==> src/rtl/rhb_prot_pkg.sv <==
package rhb_prot_pkg;
    typedef enum logic [2:0] {
        ST_UVLO    = 3'd0,
        ST_RUN     = 3'd1,
        ST_IDLE    = 3'd2,
        ST_OCP_OFF = 3'd3,
        ST_BROWN   = 3'd4,
        ST_CLAMP   = 3'd5,
        ST_LATCH   = 3'd6
    } prot_state_e;
endpackage

==> src/rtl/rhb_hyst_flag.sv <==
// Set/hold flag: sets on set_i, remains while keep_i, otherwise clears.
module rhb_hyst_flag #(
    parameter bit CLR_ON_LOW_KEEP = 1'b1
) (
    input  logic clk,
    input  logic rst_n,
    input  logic set_i,
    input  logic keep_i,
    output logic flag_o
);
    logic flag_q;

    generate
        if (CLR_ON_LOW_KEEP) begin : g_keep_low_clears
            always_ff @(posedge clk or negedge rst_n) begin
                if (!rst_n)       flag_q <= 1'b0;
                else if (set_i)   flag_q <= 1'b1;
                else if (!keep_i) flag_q <= 1'b0;
            end
        end else begin : g_keep_high_clears
            always_ff @(posedge clk or negedge rst_n) begin
                if (!rst_n)      flag_q <= 1'b0;
                else if (set_i)  flag_q <= 1'b1;
                else if (keep_i) flag_q <= 1'b0;
            end
        end
    endgenerate

    assign flag_o = flag_q;
endmodule

==> src/rtl/rhb_delay_level.sv <==
// Saturating model of the overcurrent delay capacitor.
module rhb_delay_level #(
    parameter int LVL_W       = 10,
    parameter int CHARGE_STEP = 4,
    parameter int BLEED_STEP  = 1,
    parameter int FMAX_LVL    = 400,
    parameter int SHUT_LVL    = 700,
    parameter int RESTART_LVL = 60
) (
    input  logic             clk,
    input  logic             rst_n,
    input  logic             clear_i,
    input  logic             charge_i,
    output logic [LVL_W-1:0] level_o,
    output logic             at_fmax_o,
    output logic             above_shut_o,
    output logic             below_restart_o
);
    localparam logic [LVL_W:0]   CH_EXT  = (LVL_W+1)'(CHARGE_STEP);
    localparam logic [LVL_W-1:0] BL_VAL  = LVL_W'(BLEED_STEP);
    localparam logic [LVL_W:0]   LVL_MAX = (LVL_W+1)'((1 << LVL_W) - 1);

    logic [LVL_W-1:0] level_q;
    logic [LVL_W-1:0] level_d;
    logic [LVL_W:0]   up_sum;

    assign up_sum = {1'b0, level_q} + CH_EXT;

    always_comb begin
        if (clear_i)
            level_d = '0;
        else if (charge_i)
            level_d = (up_sum > LVL_MAX) ? LVL_MAX[LVL_W-1:0] : up_sum[LVL_W-1:0];
        else if (level_q < BL_VAL)
            level_d = '0;
        else
            level_d = level_q - BL_VAL;
    end

    always_ff @(posedge clk or negedge rst_n) begin
        if (!rst_n) level_q <= '0;
        else        level_q <= level_d;
    end

    assign level_o         = level_q;
    assign at_fmax_o       = int'(level_q) >= FMAX_LVL;
    assign above_shut_o    = int'(level_q) >  SHUT_LVL;
    assign below_restart_o = int'(level_q) <  RESTART_LVL;
endmodule

==> src/rtl/rhb_prot_fsm.sv <==
module rhb_prot_fsm
    import rhb_prot_pkg::*;
(
    input  logic        clk,
    input  logic        rst_n,
    input  logic        supply_ok_i,
    input  logic        ocp_i,
    input  logic        idle_i,
    input  logic        latch_req_i,
    input  logic        line_low_i,
    input  logic        line_ovp_i,
    input  logic        at_fmax_i,
    input  logic        above_shut_i,
    input  logic        below_restart_i,
    output prot_state_e state_o,
    output logic        charge_o,
    output logic        run_en_o,
    output logic        ss_reset_o,
    output logic        force_fmax_o,
    output logic        pfc_stop_n_o
);
    prot_state_e state_q, state_d;
    logic        fmax_q, fmax_d;

    // Next state, fixed priority.
    always_comb begin
        if (!supply_ok_i)
            state_d = ST_UVLO;
        else if (state_q == ST_LATCH || latch_req_i)
            state_d = ST_LATCH;
        else if ((state_q == ST_OCP_OFF && !below_restart_i) || above_shut_i)
            state_d = ST_OCP_OFF;
        else if (line_ovp_i)
            state_d = ST_CLAMP;
        else if (line_low_i)
            state_d = ST_BROWN;
        else if (idle_i)
            state_d = ST_IDLE;
        else
            state_d = ST_RUN;
    end

    always_comb begin
        if (!supply_ok_i)         fmax_d = 1'b0;
        else if (at_fmax_i)       fmax_d = 1'b1;
        else if (below_restart_i) fmax_d = 1'b0;
        else                      fmax_d = fmax_q;
    end

    // State register.
    always_ff @(posedge clk or negedge rst_n) begin
        if (!rst_n) begin
            state_q <= ST_UVLO;
            fmax_q  <= 1'b0;
        end else begin
            state_q <= state_d;
            fmax_q  <= fmax_d;
        end
    end

    // Output decode from registers only.
    always_comb begin
        run_en_o     = 1'b0;
        ss_reset_o   = fmax_q;
        force_fmax_o = fmax_q;
        pfc_stop_n_o = !fmax_q;
        charge_o     = 1'b0;
        unique case (state_q)
            ST_UVLO: begin
                ss_reset_o   = 1'b1;
                force_fmax_o = 1'b0;
                pfc_stop_n_o = 1'b1;
            end
            ST_RUN: begin
                run_en_o   = 1'b1;
                ss_reset_o = fmax_q || ocp_i;
                charge_o   = fmax_q || ocp_i;
            end
            ST_IDLE: begin
                pfc_stop_n_o = 1'b0;
                charge_o     = fmax_q;
            end
            ST_OCP_OFF: begin
                ss_reset_o = 1'b1;
            end
            ST_BROWN: begin
                ss_reset_o = 1'b1;
                charge_o   = fmax_q;
            end
            ST_CLAMP: begin
                ss_reset_o   = 1'b1;
                pfc_stop_n_o = 1'b0;
                charge_o     = fmax_q;
            end
            ST_LATCH: begin
                ss_reset_o   = 1'b1;
                pfc_stop_n_o = 1'b0;
            end
            default: begin
                ss_reset_o = 1'b1;
            end
        endcase
    end

    assign state_o = state_q;
endmodule

==> src/rtl/rhb_prot_seq.sv <==
module rhb_prot_seq
    import rhb_prot_pkg::*;
#(
    parameter int LVL_W       = 10,
    parameter int CHARGE_STEP = 4,
    parameter int BLEED_STEP  = 1,
    parameter int FMAX_LVL    = 400,
    parameter int SHUT_LVL    = 700,
    parameter int RESTART_LVL = 60
) (
    input  logic clk,
    input  logic rst_n,
    input  logic vcc_on_i,
    input  logic vcc_hold_i,
    input  logic cs_trip_i,
    input  logic cs_hold_i,
    input  logic cs_latch_i,
    input  logic shdn_i,
    input  logic line_low_i,
    input  logic line_ovp_i,
    input  logic stby_low_i,
    input  logic stby_wake_i,
    output logic run_en_o,
    output logic ss_reset_o,
    output logic force_fmax_o,
    output logic pfc_stop_n_o
);
    logic             supply_ok, ocp_act, idle_act;
    logic             charge_on;
    logic [LVL_W-1:0] level;
    logic             at_fmax, above_shut, below_restart;
    prot_state_e      state_q;

    rhb_hyst_flag #(.CLR_ON_LOW_KEEP(1'b1)) u_supply (
        .clk(clk), .rst_n(rst_n), .set_i(vcc_on_i), .keep_i(vcc_hold_i), .flag_o(supply_ok));

    rhb_hyst_flag #(.CLR_ON_LOW_KEEP(1'b1)) u_ocp (
        .clk(clk), .rst_n(rst_n), .set_i(cs_trip_i), .keep_i(cs_hold_i), .flag_o(ocp_act));

    rhb_hyst_flag #(.CLR_ON_LOW_KEEP(1'b0)) u_idle (
        .clk(clk), .rst_n(rst_n), .set_i(stby_low_i), .keep_i(stby_wake_i), .flag_o(idle_act));

    rhb_delay_level #(
        .LVL_W(LVL_W), .CHARGE_STEP(CHARGE_STEP), .BLEED_STEP(BLEED_STEP),
        .FMAX_LVL(FMAX_LVL), .SHUT_LVL(SHUT_LVL), .RESTART_LVL(RESTART_LVL)
    ) u_level (
        .clk(clk), .rst_n(rst_n), .clear_i(!supply_ok), .charge_i(charge_on),
        .level_o(level), .at_fmax_o(at_fmax), .above_shut_o(above_shut),
        .below_restart_o(below_restart));

    rhb_prot_fsm u_fsm (
        .clk(clk), .rst_n(rst_n),
        .supply_ok_i(supply_ok), .ocp_i(ocp_act), .idle_i(idle_act),
        .latch_req_i(cs_latch_i || shdn_i),
        .line_low_i(line_low_i), .line_ovp_i(line_ovp_i),
        .at_fmax_i(at_fmax), .above_shut_i(above_shut), .below_restart_i(below_restart),
        .state_o(state_q), .charge_o(charge_on),
        .run_en_o(run_en_o), .ss_reset_o(ss_reset_o),
        .force_fmax_o(force_fmax_o), .pfc_stop_n_o(pfc_stop_n_o));
endmodule

==> config.mk <==
export PLATFORM = sky130hd
export DESIGN_NAME = rhb_prot_seq
export DESIGN_NICKNAME = d
export VERILOG_FILES = /design/src/rtl/rhb_prot_pkg.sv /design/src/rtl/rhb_hyst_flag.sv /design/src/rtl/rhb_delay_level.sv /design/src/rtl/rhb_prot_fsm.sv /design/src/rtl/rhb_prot_seq.sv
export SDC_FILE = /design/constraint.sdc
export NUM_CORES = 1
export LEC_CHECK = 0
export CAP_MARGIN = 20
export CORE_AREA = 2 2 68 57
export CTS_CLUSTER_DIAMETER = 150
export DETAILED_ROUTE_END_ITERATION = 12
export DIE_AREA = 0 0 70 59
export HOLD_SLACK_MARGIN = 0.12
export SYNTH_ARGS = -nofsm -noshare
export SYNTH_HDL_FRONTEND = slang
export SYNTH_SLANG_ARGS = --single-unit
==> constraint.sdc <==
create_clock -name clk -period 2.95 [get_ports clk]
set_input_delay 0.295 -clock clk [delete_from_list [all_inputs] [get_ports clk]]
set_output_delay 0.295 -clock clk [all_outputs]
set_load 0.05 [all_outputs]
Word level (Yosys, flattened, before mapping)

Index checks and enable logic that the tools add are counted.

Flip-flop bits (word level): 17
Input port bits: 12
Output and inout port bits: 4
Word-level logic and storage cells: 57

$add $sub $neg: 2
Magnitude comparators: 5
Equal/unequal tests: 9
Mux-type cells: 24
Reductions and logical operators: 11

Operator list:

| operator                                                                             | count |
|---|---|
| 10-bit two-way mux                                                                   | 4 |
| 3-bit two-way mux                                                                    | 5 |
| 10-bit by 3-bit adder with 11-bit output, second input constant                      | 1 |
| 11-bit by 10-bit greater-than comparator with 1-bit output, second input constant    | 1 |
| 1-bit two-way mux                                                                    | 11 |
| 10-bit by 9-bit greater-or-equal comparator with 1-bit output, second input constant | 1 |
| 10-bit greater-than comparator, second input constant                                | 1 |
| 10-bit by 1-bit < comparator with 1-bit output, second input constant                | 1 |
| 10-bit by 6-bit < comparator with 1-bit output, second input constant                | 1 |
| 10-bit by 1-bit subtractor with 10-bit output, second input constant                 | 1 |
| 3-bit == test, second input constant                                                 | 3 |
| 3-bit by 2-bit == test with 1-bit output, second input constant                      | 2 |
| 1-bit one-hot mux with 2 select lines                                                | 3 |
| 3-bit OR reduction                                                                   | 2 |
| 1-bit logical OR                                                                     | 4 |
| 2-bit inequality test, second input constant                                         | 2 |
| 3-bit by 1-bit == test with 1-bit output, second input constant                      | 1 |
| 3-bit zero test                                                                      | 1 |
| 3-bit by 2-bit inequality test with 1-bit output, second input constant              | 1 |
| 1-bit zero test                                                                      | 2 |
| 2-bit two-way mux                                                                    | 1 |
| 2-bit nonzero test                                                                   | 1 |
| 1-bit logical AND                                                                    | 1 |

Logic depth before layout (Yosys ltp)

Gate-level depths: netlist of run 1.

Depth after elaboration: 7
Gate-level depth with buffers: 8
Depth with buffers taken out: 7

Modules after synthesis

A second synthesis of run 1 with hierarchy kept.

Cell total of the unflattened synthesis: 148
Area, all modules: 1347.5 sq um

Modules (own cells, without submodules):

| module                    | times used | cells an instance | area each (sq um) | seq. area each (sq um) |
|---|---|---|---|---|
| rhb_delay_level           | 1          | 104               | 960.9             | 250.2 |
| rhb_prot_fsm              | 1          | 35                | 275.3             | 100.1 |
| rhb_hyst_flag (u_ocp ...) | 2          | 2                 | 32.5              | 25.0 |
| rhb_hyst_flag (u_idle)    | 1          | 3                 | 36.3              | 25.0 |
| rhb_prot_seq              | 1          | 2                 | 10.0              | 0.0 |

Worst setup path before layout of run 1

No wires, ideal clock.

Path kind: flip-flop to flip-flop
From: reg u_level.level_q[2], in the netlist u_level.level_o[2]
To: reg u_level.level_q[4], in the netlist u_level.level_o[4]
Setup time: 126 ps
Data arrival time: 1952 ps
Data required time: 2824 ps
Setup slack: 872 ps
Stages on the path, launching flop included: 9
Path buffers: 1
Clock period less this slack: 2078 ps
Cells stage by stage: dfrtp_1 inv_1 ha_1 nand2_1 a2111oi_2 maj3_1 and4_1 buf_6 o311a_1

Word-level cells in the longest chain between the ends: 5
Elaborated cells on any way between the ends: 8
Classes of those cells: 2 x add/sub; 2 x order compare; 4 x mux

Ends and longest elaborated chain:

| item                                                       | line                  | text |
|---|---|---|
| from (decl)                                                | rhb_delay_level.sv:23 | `logic [LVL_W-1:0] level_q;` |
| from (signal assigned)                                     | rhb_delay_level.sv:42 | `else level_q <= level_d;` |
| 10-bit by 3-bit adder with 11-bit output                   | rhb_delay_level.sv:27 | `assign up_sum = {1'b0, level_q} + CH_EXT;` |
| 11-bit by 10-bit greater-than comparator with 1-bit output | rhb_delay_level.sv:33 | `level_d = (up_sum > LVL_MAX) ? LVL_MAX[LVL_W-1:0] : up_sum[LVL_W-1:0];` |
| 10-bit two-way mux                                         | rhb_delay_level.sv:33 |  |
| 10-bit two-way mux *                                       | rhb_delay_level.sv:32 | `else if (charge_i)` |
| 10-bit two-way mux *                                       | rhb_delay_level.sv:30 | `if (clear_i)` |
| net u_level.level_d[4]                                     | rhb_delay_level.sv:24 | `logic [LVL_W-1:0] level_d;` |

The timed path passes the listed nets; every way through them passes the cells marked *.
A chain may end at the register's enable or synchronous reset.

Worst setup path after layout of run 1

From: reg u_level.level_q[2], in the netlist u_level.level_o[2]
To: reg u_level.level_q[6], in the netlist u_level.level_o[6]

Same word-level chain as after synthesis.

==> impl_metrics.json, run 1 <==
{
  "final_core_util": 0.443,
  "grt_start_max_net_pins": 22,
  "p_seq_frac": 0.353,
  "nets": 174,
  "grt_pass1_wl_microns": 4910,
  "ioPinCount": 16,
  "cts_resized": 0,
  "cp-endpoint": "u_level.level_o[6]$_DFF_PN0_",
  "endpoint_kind": "register",
  "synth_xor_area_frac": 0.0798,
  "io_buffer_count": 15,
  "clock_tree.root_cell": "clkbuf_8",
  "maxCapViolations": 0,
  "drive_gt1_frac": 0.0774,
  "syn-instance-count": 144,
  "avgSynthCellArea_sq_um": 9.14,
  "worst_path_max_delay_cell": "dfrtp_1",
  "slew_viol_final": 0,
  "hold_viol_final": 0,
  "min_path_type": "reg2reg",
  "p_sw_frac": 0.435,
  "crit_start": "u_level.level_o[2]$_DFF_PN0_",
  "clock_latency_ns": 0.25,
  "setup_tns_ns": 0,
  "cp_cell_sequence": "inv_1 -> ha_1 -> nand2_1 -> a2111oi_2 -> maj3_1 -> and4_1 -> o311a_1",
  "cp.required_ns": 3.14,
  "cpPeakStageDelay_ns": 0.47,
  "synth-simple-area-share": 0.200,
  "setup_viol": 0,
  "synth_mux_area_frac": 0.00760,
  "grt_pass1_vias": 1028,
  "diodes": 0,
  "yosys_warnings": 0,
  "gp_congestion": 0.842,
  "grt_antenna_before_repair": 0,
  "status": "finished clean",
  "combPwrFrac": 0.507,
  "syn_to_final_growth_pct": 13.6,
  "pwr-share-clk": 0.140,
  "row_count": 19,
  "drt_iter0_drc": 42,
  "path_class": "reg2reg",
  "finalCriticalPeriod_ns": 2.32,
  "cts_buffers": 3,
  "wire_per_inst_microns": 14.1,
  "coreArea_sq_um": 3380,
  "arrival_ns": 2.50,
  "rsz0062_at_grt": "no",
  "h-tree-depth": 1,
  "gr-total-overflow": 0,
  "fill_cells": 338,
  "synth_flop_cell": "dfrtp_1",
  "ys_ff_latch": 17,
  "vias": 1070,
  "ant_nets": 0,
  "cts_tree": "done",
  "final_common_cell": "dfrtp_1",
  "finClkSkew_ns": 0.00193,
  "syn_nets": 162,
  "synth_cell_type_count": 44,
  "cellPowerDensity_nw_per_um2": 830,
  "die_x_microns": 70,
  "ir_drop_mv": 0.385,
  "power.leakage_nw": 0.635,
  "critPathLaunchType": "register",
  "cts_hold_buf": 0,
  "drcViolationCount": 0,
  "r2r_slack_ns": 0.63,
  "die_y_microns": 59,
  "power.internal_mw": 0.702,
  "r2r_end": "u_level.level_o[6]$_DFF_PN0_",
  "grt.total_usage": 0.149,
  "final_cell_mix": "dfrtp_1 (17), clkdlybuf4s50_1 (15), nor2_1 (14)",
  "synthesis.area_sq_um": 1320,
  "initial_core_util": 0.390,
  "drt-total-wl_microns": 2780,
  "reg2reg_depth": 7,
  "clock.fmax_mhz": 432,
  "synth-edff-count": 0,
  "p_switching_mw": 0.540,
  "post-dp-hpwl_microns": 2010,
  "synth_compound_gate_area_share": 0.240,
  "clockBufferDepth": 2,
  "tightest_slew_ns": 0.832,
  "synth_seq_area_share": 0.323,
  "via_per_inst": 5.43,
  "synth_top_family_by_area": "compound AO/OA/AOI/OAI gates",
  "register_area_sq_um": 425,
  "path_clk_slew_ns": 0.07,
  "async_flop_share": 1.00,
  "multiInputGateArea_sq_um": 778,
  "crit_fanout": 10,
  "synth_fa_ha_area_frac": 0.0646,
  "period_share": 0.785,
  "first_pass_iters": 4,
  "design.die.area_sq_um": 4130,
  "reg2reg_from": "u_level.level_o[2]$_DFF_PN0_",
  "post_cts_buffers": 0,
  "max_slew_margin": 0.443,
  "cts_sinks": 17
}
## logic make-up after synthesis
logic type / count (synthesis)
flops: 17
mux: 1
compound gates: 44
buf+inv: 17
simple gates: 46
xor+xnor: 12
fa+ha+maj: 7
## layout make-up
class	instances	share of cell area
Inverter	8	0.0234
Clock buffer	3	0.0276
Multi-Input combinational cell	110	0.521
Sequential cell	17	0.285
Clock inverter	1	0.00335
Tap cell	42	0.0351
Timing Repair Buffer	16	0.105
## worst min path at each step
stage,startpoint,to,depth (start not counted)
floorplan,rst_n,u_fsm.fmax_q$_DFFE_PN0P_,0
global placement,u_idle.flag_o$_DFFE_PN0P_,u_idle.flag_o$_DFFE_PN0P_,1
detailed placement,u_ocp.flag_o$_DFFE_PN0P_,u_ocp.flag_o$_DFFE_PN0P_,1
CTS,u_idle.flag_o$_DFFE_PN0P_,u_idle.flag_o$_DFFE_PN0P_,1
global route,u_idle.flag_o$_DFFE_PN0P_,u_idle.flag_o$_DFFE_PN0P_,1
finish,u_idle.flag_o$_DFFE_PN0P_,u_idle.flag_o$_DFFE_PN0P_,1
## sequential cells by signal (all words and copies together) (netlist names)
signal	cells
u_supply.flag_o	1
u_ocp.flag_o	1
u_idle.flag_o	1
u_level.level_o	10
u_fsm.fmax_q	1
u_fsm.state_o	3
## power by group through the flow
stage / registers (mW) / clock network (mW) / logic (mW)
2_1_floorplan: 0.360 / 0 / 0.593
3_3_place_gp: 0.434 / 0 / 0.610
3_5_place_dp: 0.439 / 0 / 0.625
4_1_cts: 0.436 / 0.182 / 0.630
5_1_grt: 0.456 / 0.191 / 0.711
6_report: 0.438 / 0.174 / 0.629
## metrics by stage
stage,hold slack (ns),cell area (sq um),total power [mW],setup WS [ns],std cells
global placement,0.494,1450,1.04,0.717,193
detailed placement,0.500,1450,1.06,0.636,193
finish,0.510,1500,1.24,0.633,197
global route,0.532,1500,1.36,0.440,197
CTS,0.518,1500,1.25,0.622,197
floorplan,-0.000591,1320,0.952,0.872,144
## synthesized netlist by cell type, types with 2 or more instances
cell / number / area (sq um)
xnor2_1: 7 / 61.3
xor2_1: 5 / 43.8
a21o_1: 3 / 22.5
o31a_1: 3 / 26.3
o311a_1: 8 / 80.1
dfrtp_1: 17 / 425
nor4_1: 2 / 12.5
inv_1: 7 / 26.3
buf_4: 3 / 22.5
nor2_1: 14 / 52.6
nand2_1: 11 / 41.3
and3_1: 2 / 12.5
a31oi_1: 4 / 25.0
ha_1: 6 / 75.1
a21oi_1: 4 / 20.0
buf_2: 2 / 10.0
o21ai_0: 13 / 65.1
nor3_1: 2 / 10.0
buf_6: 4 / 45.0
and2_1: 2 / 12.5
nor2b_1: 2 / 12.5
## metal layers
metal	share of wire	vias up	routed length [microns]	GRT usage
met5	0	-	0	0
met1	0.51	504	1400	0.210
met2	0.45	22	1240	0.235
met3	0.041	2	115	0.0459
met4	0.0047	0	13	0.0192
li1	-	542	-	-
## worst max-delay path, delay by kind of cell, from the launching register on
family                     cells  cell delay (ns)
buffers and inverters          1             0.13
adders and majority gates      2             0.54
DFF                            1             0.47
AOI/OAI and AO/OA              2             0.59
and+or+nand+nor                2             0.52
Power figures use the tool's default switching activity.
==> run 2: changes to the inputs <==
==> constraint.sdc (replaced) <==
create_clock -name clk -period 2 [get_ports clk]
set_input_delay 0.2 -clock clk [delete_from_list [all_inputs] [get_ports clk]]
set_output_delay 0.2 -clock clk [all_outputs]
set_load 0.05 [all_outputs]
==> impl_metrics.json, run 2 (synthesized netlist as in run 1, its figures left out) <==
{
  "period_share": 0.982,
  "gp_congestion": 0.804,
  "largest_reg_flops": 10,
  "hold_viol_final": 0,
  "grt.total_usage": 0.158,
  "arrival_ns": 2.15,
  "drt-total-wl_microns": 3020,
  "worst_path_max_delay_cell": "dfrtp_2",
  "critical_path.most_common_cell": "buf_4",
  "clock_tree.root_cell": "clkbuf_8",
  "finClkSkew_ns": 0.00392,
  "row_count": 19,
  "die_x_microns": 70,
  "endpoint_kind": "register",
  "coreArea_sq_um": 3380,
  "vias": 1136,
  "gr-total-overflow": 0,
  "via_per_inst": 5.31,
  "setup_viol": 0,
  "die_y_microns": 59,
  "holdWs_ns": 0.231,
  "clock.fmax_mhz": 509,
  "cpLargestDelayFamily": "compound AO/OA/AOI/OAI gates",
  "ir_drop_mv": 0.465,
  "dp_slack_ns": -0.0580,
  "maxCapViolations": 0,
  "min_path_type": "in2async",
  "clock_latency_ns": 0.25,
  "drt_iter0_drc": 67,
  "cp_cell_sequence": "inv_4 -> buf_4 -> ha_2 -> a2111oi_2 -> maj3_2 -> and4_4 -> buf_4 -> o311a_1",
  "initial_core_util": 0.390,
  "dp.cells": 208,
  "h-tree-depth": 1,
  "cts_tree": "done",
  "ioPinCount": 16,
  "critPathLaunchType": "register",
  "final_common_cell": "buf_4",
  "final_cell_mix": "buf_4 (19), dfrtp_1 (16), nor2_1 (14)",
  "diodes": 0,
  "post_layout_nonfiller_instances": 214,
  "nets": 191,
  "grt_pass1_wl_microns": 5220,
  "drive_gt1_frac": 0.227,
  "grt_antenna_before_repair": 0,
  "grt_pass1_vias": 1109,
  "slew_viol_final": 0,
  "grt_start_max_net_pins": 22,
  "finalCriticalPeriod_ns": 1.96,
  "cts_buffers": 3,
  "cp.buffers_inverters": 3,
  "design.die.area_sq_um": 4130,
  "path_clk_slew_ns": 0.07,
  "power.total_mw": 2.03,
  "cp.required_ns": 2.19,
  "cpPeakStageDelay_ns": 0.41,
  "power.leakage_nw": 0.730,
  "cellPowerDensity_nw_per_um2": 1230,
  "cts_sinks": 17,
  "drcViolationCount": 0,
  "crit_fanout": 4,
  "io_buffer_count": 15,
  "final_core_util": 0.490,
  "status": "finished clean",
  "path_class": "reg2reg",
  "clockBufferDepth": 2,
  "ant_nets": 0,
  "syn_to_final_growth_pct": 25.7,
  "post-dp-hpwl_microns": 2310,
  "first_pass_iters": 4,
  "tightest_slew_ns": 0.508,
  "fin_ws_ns": 0.0357,
  "wire_per_inst_microns": 14.1,
  "place_area_sq_um": 1570,
  "setup_tns_ns": 0,
  "max_slew_margin": 0.660,
  "fin_area_sq_um": 1650
}
[run 2: worst paths after layout]
kind | slack (ns) | end | from | cells after the start
min in group clk | 0.50 | u_idle.flag_o$_DFFE_PN0P_ | u_idle.flag_o$_DFFE_PN0P_ | 1
hold / removal | 0.23 | u_level.level_o[4]$_DFF_PN0_ | rst_n | 1
setup reg to reg | 0.04 | u_level.level_o[5]$_DFF_PN0_ | u_level.level_o[2]$_DFF_PN0_ | 8
setup / recovery | 0.04 | u_level.level_o[5]$_DFF_PN0_ | u_level.level_o[2]$_DFF_PN0_ | 8
hold reg to reg | 0.50 | u_idle.flag_o$_DFFE_PN0P_ | u_idle.flag_o$_DFFE_PN0P_ | 1
max in group asynchronous | 1.27 | u_level.level_o[9]$_DFF_PN0_ | rst_n | 2
[run 2: repair_timing]
action,CTS,global route
setup buffers,1,1
endpoints found under the hold margin,0,0
hold buffers,0,0
endpoints found under the setup margin,10,10
resized for setup,2,5
pin swaps,1,3
[run 2: routing by layer]
| layer | wire [microns] | up-vias | GRT usage | part of all wire |
|---|---|---|---|---|
| met2 | 1420 | 22 | 0.263 | 0.47 |
| met5 | 0 | - | 0 | 0 |
| li1 | - | 579 | - | - |
| met1 | 1470 | 533 | 0.223 | 0.49 |
| met3 | 122 | 2 | 0.0255 | 0.040 |
| met4 | 8 | 0 | 0.0247 | 0.0026 |
[run 2: area by class of cell]
cell class	instances	area, sq um
multi-input combinational	110	797
inverter	8	37.5
clock inverter	1	5.00
clock buffer	3	41.3
tap	42	52.6
fill	332	1720
sequential	17	427
timing repair buffer	33	294
[run 2: power breakdown]
part	switching [mW]	internal, mW	total, mW	leakage, nW
combinational	0.541	0.599	1.14	0.495
clock	0.116	0.138	0.254	0.0255
sequential	0.189	0.445	0.634	0.209
total	0.846	1.18	2.03	0.730
==> run 3: changes to the inputs <==
--- a/config.mk
+++ b/config.mk
@@ -6,10 +6,10 @@
 export NUM_CORES = 1
 export LEC_CHECK = 0
 export CAP_MARGIN = 20
-export CORE_AREA = 2 2 68 57
+export CORE_AREA = 2 2 61 63
 export CTS_CLUSTER_DIAMETER = 150
 export DETAILED_ROUTE_END_ITERATION = 12
-export DIE_AREA = 0 0 70 59
+export DIE_AREA = 0 0 63 65
 export HOLD_SLACK_MARGIN = 0.12
 export SYNTH_ARGS = -nofsm -noshare
 export SYNTH_HDL_FRONTEND = slang
==> impl_metrics.json, run 3 (synthesized netlist as in run 1, its figures left out) <==
{
  "maxCapViolations": 0,
  "cts_hold_buf": 0,
  "io_buffer_count": 15,
  "wire_per_inst_microns": 13.8,
  "row_count": 22,
  "final_core_util": 0.485,
  "clock.fmax_mhz": 518,
  "cts_buffers": 3,
  "cpPeakStageDelay_ns": 0.41,
  "finalCriticalPeriod_ns": 1.93,
  "final_cell_mix": "buf_4 (21), dfrtp_1 (15), nor2_1 (14)",
  "r2r_slack_ns": 0.07,
  "initial_core_util": 0.377,
  "grt.total_usage": 0.165,
  "arrival_ns": 2.12,
  "syn_to_final_growth_pct": 28.7,
  "min_path_type": "in2async",
  "crit_fanout": 8,
  "gp_congestion": 0.850,
  "die_y_microns": 65,
  "gr-total-overflow": 0,
  "ioPinCount": 16,
  "reg2reg_from": "u_level.level_o[3]$_DFF_PN0_",
  "hold_viol_final": 0,
  "grt_start_max_net_pins": 22,
  "design.die.area_sq_um": 4100,
  "max_slew_margin": 0.659,
  "grt_pass1_wl_microns": 5370,
  "final_common_cell": "buf_4",
  "drt_iter0_drc": 15,
  "clock_tree.root_cell": "clkbuf_4",
  "critPathLaunchType": "register",
  "post_layout_nonfiller_instances": 222,
  "cp.required_ns": 2.19,
  "power.total_mw": 2.05,
  "drt-total-wl_microns": 3060,
  "drcViolationCount": 0,
  "dp.cells": 215,
  "drive_gt1_frac": 0.253,
  "power.leakage_nw": 0.756,
  "tightest_slew_ns": 0.511,
  "clockBufferDepth": 2,
  "clock_latency_ns": 0.30,
  "cts_sinks": 17,
  "slew_viol_final": 0,
  "worst_path_max_delay_cell": "dfrtp_1",
  "path_class": "reg2reg",
  "status": "finished clean",
  "ant_nets": 0,
  "largest_reg_flops": 10,
  "holdWs_ns": 0.179,
  "crit_start": "u_level.level_o[3]$_DFF_PN0_",
  "register_area_sq_um": 428,
  "setup_tns_ns": 0,
  "path_clk_slew_ns": 0.11,
  "cellPowerDensity_nw_per_um2": 1210,
  "cp_cell_sequence": "buf_4 -> ha_2 -> nand2_8 -> nor2_4 -> maj3_2 -> and4_4 -> buf_6 -> o311a_1",
  "grt_antenna_before_repair": 0,
  "multiInputGateArea_sq_um": 830,
  "setup_viol": 0,
  "finClkSkew_ns": 0.00887,
  "coreArea_sq_um": 3500,
  "via_per_inst": 5.33,
  "fill_cells": 351,
  "first_pass_iters": 4,
  "h-tree-depth": 1,
  "diodes": 0,
  "vias": 1183,
  "ir_drop_mv": 0.719,
  "post-dp-hpwl_microns": 2310,
  "die_x_microns": 63,
  "cts_tree": "done",
  "grt_pass1_vias": 1147,
  "nets": 193,
  "endpoint_kind": "register",
  "period_share": 0.966
}
==> run 3: cell types whose count changed in the layout (fill, tap and decap cells not counted), sizes merged <==
| cell | delta |
|---|---|
| dlymetal6s2s | +1 |
| clkdlybuf4s50 | -1 |
| buf | +2 |
==> run 3: where the power goes <==
| part | switching, mW | total (mW) | internal (mW) | leakage (nW) |
|---|---|---|---|---|
| clock | 0.116 | 0.191 | 0.0746 | 0.0177 |
| combinational | 0.610 | 1.25 | 0.639 | 0.530 |
| sequential | 0.163 | 0.609 | 0.446 | 0.208 |
==> run 3: final cells by class <==
type | instances | share of cell area
Multi-Input combinational cell | 110 | 0.490
Sequential cell | 17 | 0.253
Timing Repair Buffer | 35 | 0.184
Tap cell | 48 | 0.0355
Inverter | 8 | 0.0222
Clock buffer | 3 | 0.0133
Clock inverter | 1 | 0.00295
==> run 3: worst paths after layout <==
check                                                      end  cells past startpoint
worst max-delay path              u_level.level_o[3]$_DFF_PN0_                      8
worst min-delay path              u_level.level_o[5]$_DFF_PN0_                      1
worst max register to register    u_level.level_o[3]$_DFF_PN0_                      8
worst min register to register       u_idle.flag_o$_DFFE_PN0P_                      1
max in group asynchronous       u_level.level_o[0]$_DFFE_PN0P_                      2
min in group clk                   u_supply.flag_o$_DFFE_PN0P_                      2
==> run 3: per-stage QoR <==
step / setup WS (ns) / instance area [sq um]
after floorplan: 0.00118 / 1320
after global routing: -0.0196 / 1690
final: 0.0680 / 1690
after global placement: -0.0288 / 1580
after detailed placement: -0.0955 / 1580
after CTS: 0.00408 / 1660
==> run 3: worst max-delay path, delay by kind of cell (launching register included) <==
kind | cells | cell delay (ns)
AND/OR/NAND/NOR | 3 | 0.32
AO/OA/AOI/OAI | 1 | 0.32
buffers and inverters | 2 | 0.28
flip-flops | 1 | 0.41
adder cells (fa/ha/maj) | 2 | 0.50
==> run 3: per-layer routing <==
layer / vias to the layer above / track usage / wire [microns]
li1: 581 / - / -
met5: - / 0 / 0
met3: 6 / 0.0174 / 46
met2: 14 / 0.270 / 1530
met4: 0 / 0.0667 / 59
met1: 582 / 0.224 / 1430
==> run 3: what timing repair did <==
action	4_1_cts	5_1_grt
endpoints found under the setup margin	10	11
resized for setup	8	6
gates cloned	0	0
buffers inserted	2	1
pin swaps	1	8
